--- config.mk ---
export PLATFORM = sky130hd
export DESIGN_NAME = boot_release_ctrl
export DESIGN_NICKNAME = d
export VERILOG_FILES = /design/src/rtl/boot_release_pkg.sv /design/src/rtl/boot_core_decode.sv /design/src/rtl/boot_regbank.sv /design/src/rtl/boot_seq_fsm.sv /design/src/rtl/boot_release_ctrl.sv
export SDC_FILE = /design/constraint.sdc
export NUM_CORES = 1
export LEC_CHECK = 0
export BUFFER_PORTS_ARGS = -buffer_cell sky130_fd_sc_hd__buf_2
export CAP_MARGIN = 0
export CORE_MARGIN = 3
export CORE_UTILIZATION = 45
export DETAILED_ROUTE_END_ITERATION = 10
export REMOVE_ABC_BUFFERS = 1
export SETUP_SLACK_MARGIN = 0.5
export SYNTH_ARGS = -nofsm -noshare
export SYNTH_HDL_FRONTEND = slang
export SYNTH_SLANG_ARGS = --single-unit
export TNS_END_PERCENT = 5
--- constraint.sdc ---
create_clock -name clk -period 3.4 [get_ports clk]
set_clock_uncertainty 0.15 [all_clocks]
set_input_delay 0.34 -clock clk [delete_from_list [all_inputs] [get_ports clk]]
set_output_delay 0.34 -clock clk [all_outputs]
set_load 0.05 [all_outputs]
--- src/rtl/boot_release_pkg.sv ---
package boot_release_pkg;

    typedef enum logic [3:0] {
        ST_IDLE,
        ST_TAG_INV,
        ST_DIAG_SET,
        ST_COH_EN,
        ST_ADDR_LOAD,
        ST_PWR_REQ,
        ST_PWR_WAIT,
        ST_CORE_EN,
        ST_WAKE
    } seq_state_e;

    typedef enum logic [2:0] {
        OP_NONE,
        OP_TAG_INV,
        OP_DIAG_SET,
        OP_COH_EN,
        OP_BOOT_ADDR,
        OP_CORE_EN
    } bank_op_e;

endpackage

--- src/rtl/boot_core_decode.sv ---
module boot_core_decode #(
    parameter int NCORE = 4,
    parameter int CW    = $clog2(NCORE)
) (
    input  logic [CW-1:0]    cfg_i,
    output logic             multi_o,
    output logic [CW-1:0]    last_idx_o,
    output logic [NCORE-1:0] mask_o
);
    // Highest core index equals the encoded field (count minus one).
    assign last_idx_o = cfg_i;
    assign multi_o    = (cfg_i != '0);

    // Bit 0 always set; bit j set for each present secondary core.
    assign mask_o[0] = 1'b1;
    for (genvar j = 1; j < NCORE; j++) begin : g_mask
        assign mask_o[j] = (CW'(j) <= cfg_i);
    end
endmodule

--- src/rtl/boot_regbank.sv ---
module boot_regbank
    import boot_release_pkg::*;
#(
    parameter int DW    = 32,
    parameter int NCORE = 4,
    parameter int CW    = $clog2(NCORE),
    parameter int RA_W  = $clog2(NCORE + 3)
) (
    input  logic             clk,
    input  logic             rst_n,
    input  bank_op_e         op_i,
    input  logic [CW-1:0]    op_idx_i,
    input  logic [DW-1:0]    boot_addr_i,
    input  logic [NCORE-1:0] en_mask_i,
    input  logic             host_we_i,
    input  logic [RA_W-1:0]  host_addr_i,
    input  logic [DW-1:0]    host_wdata_i,
    output logic [DW-1:0]    host_rdata_o
);
    localparam int NREG     = NCORE + 3;
    localparam int NSLOT    = 2 ** RA_W;
    localparam int EN_IDX   = 0;
    localparam int CTRL_IDX = NCORE;
    localparam int TAG_IDX  = NCORE + 1;
    localparam int DIAG_IDX = NCORE + 2;
    localparam int TAG_BITS = 4 * NCORE;

    localparam logic [DW-1:0] TAG_ALL = DW'({TAG_BITS{1'b1}});

    logic [DW-1:0]   regs [NSLOT];
    logic [RA_W-1:0] boot_slot;

    assign boot_slot = RA_W'(op_idx_i);

    always_ff @(posedge clk or negedge rst_n) begin
        if (!rst_n) begin
            for (int k = 0; k < NSLOT; k++) begin
                regs[k] <= '0;
            end
        end else begin
            unique case (op_i)
                OP_TAG_INV:   regs[TAG_IDX]  <= TAG_ALL;
                OP_DIAG_SET:  regs[DIAG_IDX] <= regs[DIAG_IDX] | DW'(1);
                OP_COH_EN:    regs[CTRL_IDX] <= regs[CTRL_IDX] | DW'(1);
                OP_BOOT_ADDR: regs[boot_slot] <= boot_addr_i;
                OP_CORE_EN:   regs[EN_IDX]   <= regs[EN_IDX] | DW'(en_mask_i);
                default: begin
                    if (host_we_i && (int'(host_addr_i) < NREG)) begin
                        regs[host_addr_i] <= host_wdata_i;
                    end
                end
            endcase
        end
    end

    assign host_rdata_o = (int'(host_addr_i) < NREG) ? regs[host_addr_i] : '0;
endmodule

--- src/rtl/boot_seq_fsm.sv ---
module boot_seq_fsm
    import boot_release_pkg::*;
#(
    parameter int CW = 2
) (
    input  logic          clk,
    input  logic          rst_n,
    input  logic          start_i,
    input  logic          multi_i,
    input  logic          errata_i,
    input  logic [CW-1:0] last_idx_i,
    input  logic          pwr_done_i,
    output logic          accept_o,
    output bank_op_e      op_o,
    output logic [CW-1:0] op_idx_o,
    output logic          pwr_start_o,
    output logic [CW-1:0] pwr_core_o,
    output logic          busy_o,
    output logic          wake_o
);
    seq_state_e    state, state_nx;
    logic [CW-1:0] core_idx;
    logic          core_last;

    assign core_last = (core_idx == last_idx_i);

    always_comb begin
        state_nx = state;
        unique case (state)
            ST_IDLE:      if (start_i && multi_i) state_nx = ST_TAG_INV;
            ST_TAG_INV:   state_nx = errata_i ? ST_DIAG_SET : ST_COH_EN;
            ST_DIAG_SET:  state_nx = ST_COH_EN;
            ST_COH_EN:    state_nx = ST_ADDR_LOAD;
            ST_ADDR_LOAD: state_nx = ST_PWR_REQ;
            ST_PWR_REQ:   state_nx = ST_PWR_WAIT;
            ST_PWR_WAIT:  if (pwr_done_i) state_nx = core_last ? ST_CORE_EN : ST_ADDR_LOAD;
            ST_CORE_EN:   state_nx = ST_WAKE;
            ST_WAKE:      state_nx = ST_IDLE;
            default:      state_nx = ST_IDLE;
        endcase
    end

    // State register together with the secondary-core index.
    always_ff @(posedge clk or negedge rst_n) begin
        if (!rst_n) begin
            state    <= ST_IDLE;
            core_idx <= '0;
        end else begin
            state <= state_nx;
            if (state == ST_COH_EN) begin
                core_idx <= CW'(1);
            end else if (state == ST_PWR_WAIT && pwr_done_i && !core_last) begin
                core_idx <= core_idx + CW'(1);
            end
        end
    end

    always_comb begin
        op_o        = OP_NONE;
        pwr_start_o = 1'b0;
        wake_o      = 1'b0;
        busy_o      = (state != ST_IDLE);
        accept_o    = 1'b0;
        unique case (state)
            ST_IDLE:      accept_o    = start_i && multi_i;
            ST_TAG_INV:   op_o        = OP_TAG_INV;
            ST_DIAG_SET:  op_o        = OP_DIAG_SET;
            ST_COH_EN:    op_o        = OP_COH_EN;
            ST_ADDR_LOAD: op_o        = OP_BOOT_ADDR;
            ST_PWR_REQ:   pwr_start_o = 1'b1;
            ST_PWR_WAIT:  ;
            ST_CORE_EN:   op_o        = OP_CORE_EN;
            ST_WAKE:      wake_o      = 1'b1;
            default:      ;
        endcase
    end

    assign op_idx_o   = core_idx;
    assign pwr_core_o = core_idx;
endmodule

--- src/rtl/boot_release_ctrl.sv ---
module boot_release_ctrl
    import boot_release_pkg::*;
#(
    parameter int NCORE = 4,
    parameter int DW    = 32,
    parameter int CW    = $clog2(NCORE),
    parameter int RA_W  = $clog2(NCORE + 3)
) (
    input  logic            clk,
    input  logic            rst_n,
    input  logic            start_i,
    input  logic [DW-1:0]   boot_addr_i,
    input  logic [CW-1:0]   core_cfg_i,
    input  logic            errata_i,
    output logic            pwr_start_o,
    output logic [CW-1:0]   pwr_core_o,
    input  logic            pwr_done_i,
    output logic            busy_o,
    output logic            wake_o,
    input  logic            host_we_i,
    input  logic [RA_W-1:0] host_addr_i,
    input  logic [DW-1:0]   host_wdata_i,
    output logic [DW-1:0]   host_rdata_o
);
    logic             multi_live;
    logic [CW-1:0]    last_live;
    logic [NCORE-1:0] mask_live;
    logic             accept;
    bank_op_e         op;
    logic [CW-1:0]    op_idx;

    logic [DW-1:0]    addr_q;
    logic [CW-1:0]    last_q;
    logic [NCORE-1:0] mask_q;
    logic             errata_q;

    boot_core_decode #(.NCORE(NCORE), .CW(CW)) u_decode (
        .cfg_i      (core_cfg_i),
        .multi_o    (multi_live),
        .last_idx_o (last_live),
        .mask_o     (mask_live)
    );

    // Start parameters are frozen at acceptance; later input changes are ignored.
    always_ff @(posedge clk or negedge rst_n) begin
        if (!rst_n) begin
            addr_q   <= '0;
            last_q   <= '0;
            mask_q   <= '0;
            errata_q <= 1'b0;
        end else if (accept) begin
            addr_q   <= boot_addr_i;
            last_q   <= last_live;
            mask_q   <= mask_live;
            errata_q <= errata_i;
        end
    end

    boot_seq_fsm #(.CW(CW)) u_fsm (
        .clk         (clk),
        .rst_n       (rst_n),
        .start_i     (start_i),
        .multi_i     (multi_live),
        .errata_i    (errata_q),
        .last_idx_i  (last_q),
        .pwr_done_i  (pwr_done_i),
        .accept_o    (accept),
        .op_o        (op),
        .op_idx_o    (op_idx),
        .pwr_start_o (pwr_start_o),
        .pwr_core_o  (pwr_core_o),
        .busy_o      (busy_o),
        .wake_o      (wake_o)
    );

    boot_regbank #(.DW(DW), .NCORE(NCORE), .CW(CW), .RA_W(RA_W)) u_bank (
        .clk          (clk),
        .rst_n        (rst_n),
        .op_i         (op),
        .op_idx_i     (op_idx),
        .boot_addr_i  (addr_q),
        .en_mask_i    (mask_q),
        .host_we_i    (host_we_i && !busy_o),
        .host_addr_i  (host_addr_i),
        .host_wdata_i (host_wdata_i),
        .host_rdata_o (host_rdata_o)
    );
endmodule

==> impl_metrics.toml <==
[pwr]
total_power_mw = 12.9
ir_drop_v = 0.000443
intPower_mw = 8.07
powerDensity_nw_per_um2 = 805
power_frac_comb = 0.327
power_frac_clock = 0.255
p_leak_nw = 6.95
power_frac_seq = 0.418
power.switching_mw = 4.83
switching_share = 0.375

[grt]
grt_antenna_before_repair = 2
grt.overflow.total = 0
grt_pass1_vias = 11700
grt_pass1_wl_um = 68400
track_usage = 0.279
grt_max_degree = 94

[worst_setup_path]
cp_slowest_cell = "nor2b_1"
worstPathRequired_ns = 2.91
critPathBufInv = 3
critPathTopFamily = "buffers and inverters"
cp_max_fo = 12
cp.arrival_ns = 2.35
critPathKind = "input pin to output pin"
crit_top_cell = "buf_2"
startpoint_type = "input pin"
cp_cell_sequence = "buf_2 > nor2b_1 > buf_4 > a221oi_1 > o21ai_0 > buf_2"
critPathMaxStageDelay_ns = 0.68
cp-end-kind = "output pin"

[flow_run]
max_cap_viol_count = 0

[synthesis]
syn-instance-count = 1391
synth_area_sq_um = 13200
synth-seq-cells = 269
synth-seq-area-share = 0.511
synth-edff-count = 0
synth_flop_cell = "dfrtp_1"
synth.distinct_cells = 54
async_flop_share = 1.00
ys_warn_count = 0
syn_area_per_cell_sq_um = 9.48

[timing]
finalCriticalPeriod_ns = 2.84
rsz0062_at_grt = "false"
tns_ns = 0
setup_viol = 0
whs_ns = 0.217
drv_slew = 0
hold_viol = 0
worstMarginPinSlew_ns = 0.968
fmax_mhz = 353
slew-limit-headroom = 0.346
fin_crit_sh = 0.834

[finish]
fillers = 2592
final_nets = 1624
fin_util = 0.557
seqCellArea_sq_um = 6730
area_delta_synth_final_pct = 21.6
final_common_cell = "dfrtp_1"
final_area_sq_um = 16000
drive_above_1_share = 0.190
multi_input_area_sq_um = 5910
layout_common_cells = "269 x dfrtp_1, 185 x nand2_1, 153 x nor2_1"

[clock_network]
cts_tree = "done"
cts.clk_slew.worst_paths_ns = 0.06
clock-sinks = 269
clockBufferDepth = 3
cts_root_buf = "clkbuf_16"
clock_latency_ns = 0.55
post_cts_buffers = 0
cts_buffers = 30
cts-htree-levels = 1

[die]
placementRows = 62
die_h_um = 177
coreArea_sq_um = 28800
num_io_pins = 112
die-area_sq_um = 31400
initial_utilization = 0.458
die_w_um = 177

[route]
drcViolationCount = 0
drt_wl_total_um = 43900
first_pass_iters = 5
ant_nets = 0
vias_per_cell = 6.05
routed-via-count = 11800
post_drt_wl_per_cell_um = 22.5
drt_iter0_drc = 1283

[placed_design]
portBuffers = 111
place_congestion = 0.837
dp_hpwl_um = 26800
place_area_sq_um = 14300

[min_path]
min_path_type = "input pin to asynchronous set/reset pin"

[status]
status = "finished, final reports clean"
-- flip-flops by register name, summed over array words and instances, names as in the netlist --
register / cells
u_bank.regs: 224
addr_q: 32
mask_q: 4
u_fsm.state: 4
last_q: 2
u_fsm.op_idx_o: 2
errata_q: 1
-- Yosys cell counts (21+ instances only) --
master     instances  area [sq um]
a31oi_1           35           219
nand2_1          185           694
o21ai_0           89           445
a21oi_1           79           395
clkbuf_1          72           270
mux2_2            45           507
buf_2             44           220
nor2_1           154           578
dfrtp_1          269          6730
mux2i_1           22           220
o2bb2ai_1         21           184
a22o_1            35           307
a22oi_1           85           638
nand3_1           93           465
-- worst reg2reg max path, delay by kind of cell (launching register included) --
| kind | cells | cell delay (ns) |
|---|---|---|
| simple gates | 2 | 1.21 |
| flops | 1 | 0.54 |
| compound gates | 2 | 0.37 |
| buf+inv | 1 | 0.28 |
-- per-layer routing --
metal | part of all wire | GRT usage
met5 | 0.00030 | 0
met2 | 0.46 | 0.442
met1 | 0.44 | 0.393
met4 | 0.031 | 0.0871
met3 | 0.075 | 0.0480
-- stage by stage --
step / std cells / worst slack [ns]
4_1_cts: 1951 / 0.608
3_5_place_dp: 1828 / 0.486
3_3_place_gp: 1828 / 0.520
2_1_floorplan: 1261 / -1.41
5_1_grt: 1952 / 0.509
6_report: 1952 / 0.564
-- cells by family after synthesis --
logic type,after synthesis,synth area share
buf+inv,138,0.0455
flops,269,0.511
mux,67,0.0551
xor+xnor,5,0.00332
simple gates,476,0.158
compound gates,432,0.224
fa+ha+maj,4,0.00380
-- power by group through the flow --
| stage | registers, mW | logic, mW | clock network (mW) |
|---|---|---|---|
| after floorplan | 5.18 | 2.82 | 0 |
| after global placement | 5.39 | 4.05 | 0 |
| after detailed placement | 5.41 | 4.14 | 0 |
| after CTS | 5.37 | 4.21 | 3.34 |
| after global routing | 5.54 | 4.64 | 3.47 |
| final | 5.40 | 4.21 | 3.29 |
-- final timing paths --
| kind | startpoint | endpoint | slack [ns] | depth (start not counted) |
|---|---|---|---|---|
| min in group clk | start_i | u_fsm.state[0] | 0.22 | 3 |
| min reg2reg | mask_q[0] | mask_q[0] | 0.32 | 1 |
| max reg2reg | u_fsm.state[3] | u_bank.regs[139] | 0.71 | 5 |
| min | rst_n | u_bank.regs[150] | 0.22 | 2 |
| max in group asynchronous | rst_n | addr_q[2] | 1.88 | 3 |
| max | host_addr_i[2] | host_rdata_o[29] | 0.56 | 6 |
-- timing repair --
item / CTS / global route
setup endpoints to repair: 15 / 1
resized for setup: 1 / 1
pin swaps: 0 / 0
hold buffers: 69 / 0
hold endpoints to repair: 253 / 0
-- layout make-up --
| class | instances | share of cell area |
|---|---|---|
| Antenna cell | 1 | 0.000156 |
| Clock inverter | 10 | 0.00648 |
| Tap cell | 384 | 0.0300 |
| Inverter | 8 | 0.00187 |
| Timing Repair Buffer | 252 | 0.118 |
| Sequential cell | 269 | 0.420 |
| Multi-Input combinational cell | 984 | 0.368 |
| Clock buffer | 44 | 0.0558 |
Note: power is estimated with default switching activity, not from simulation.
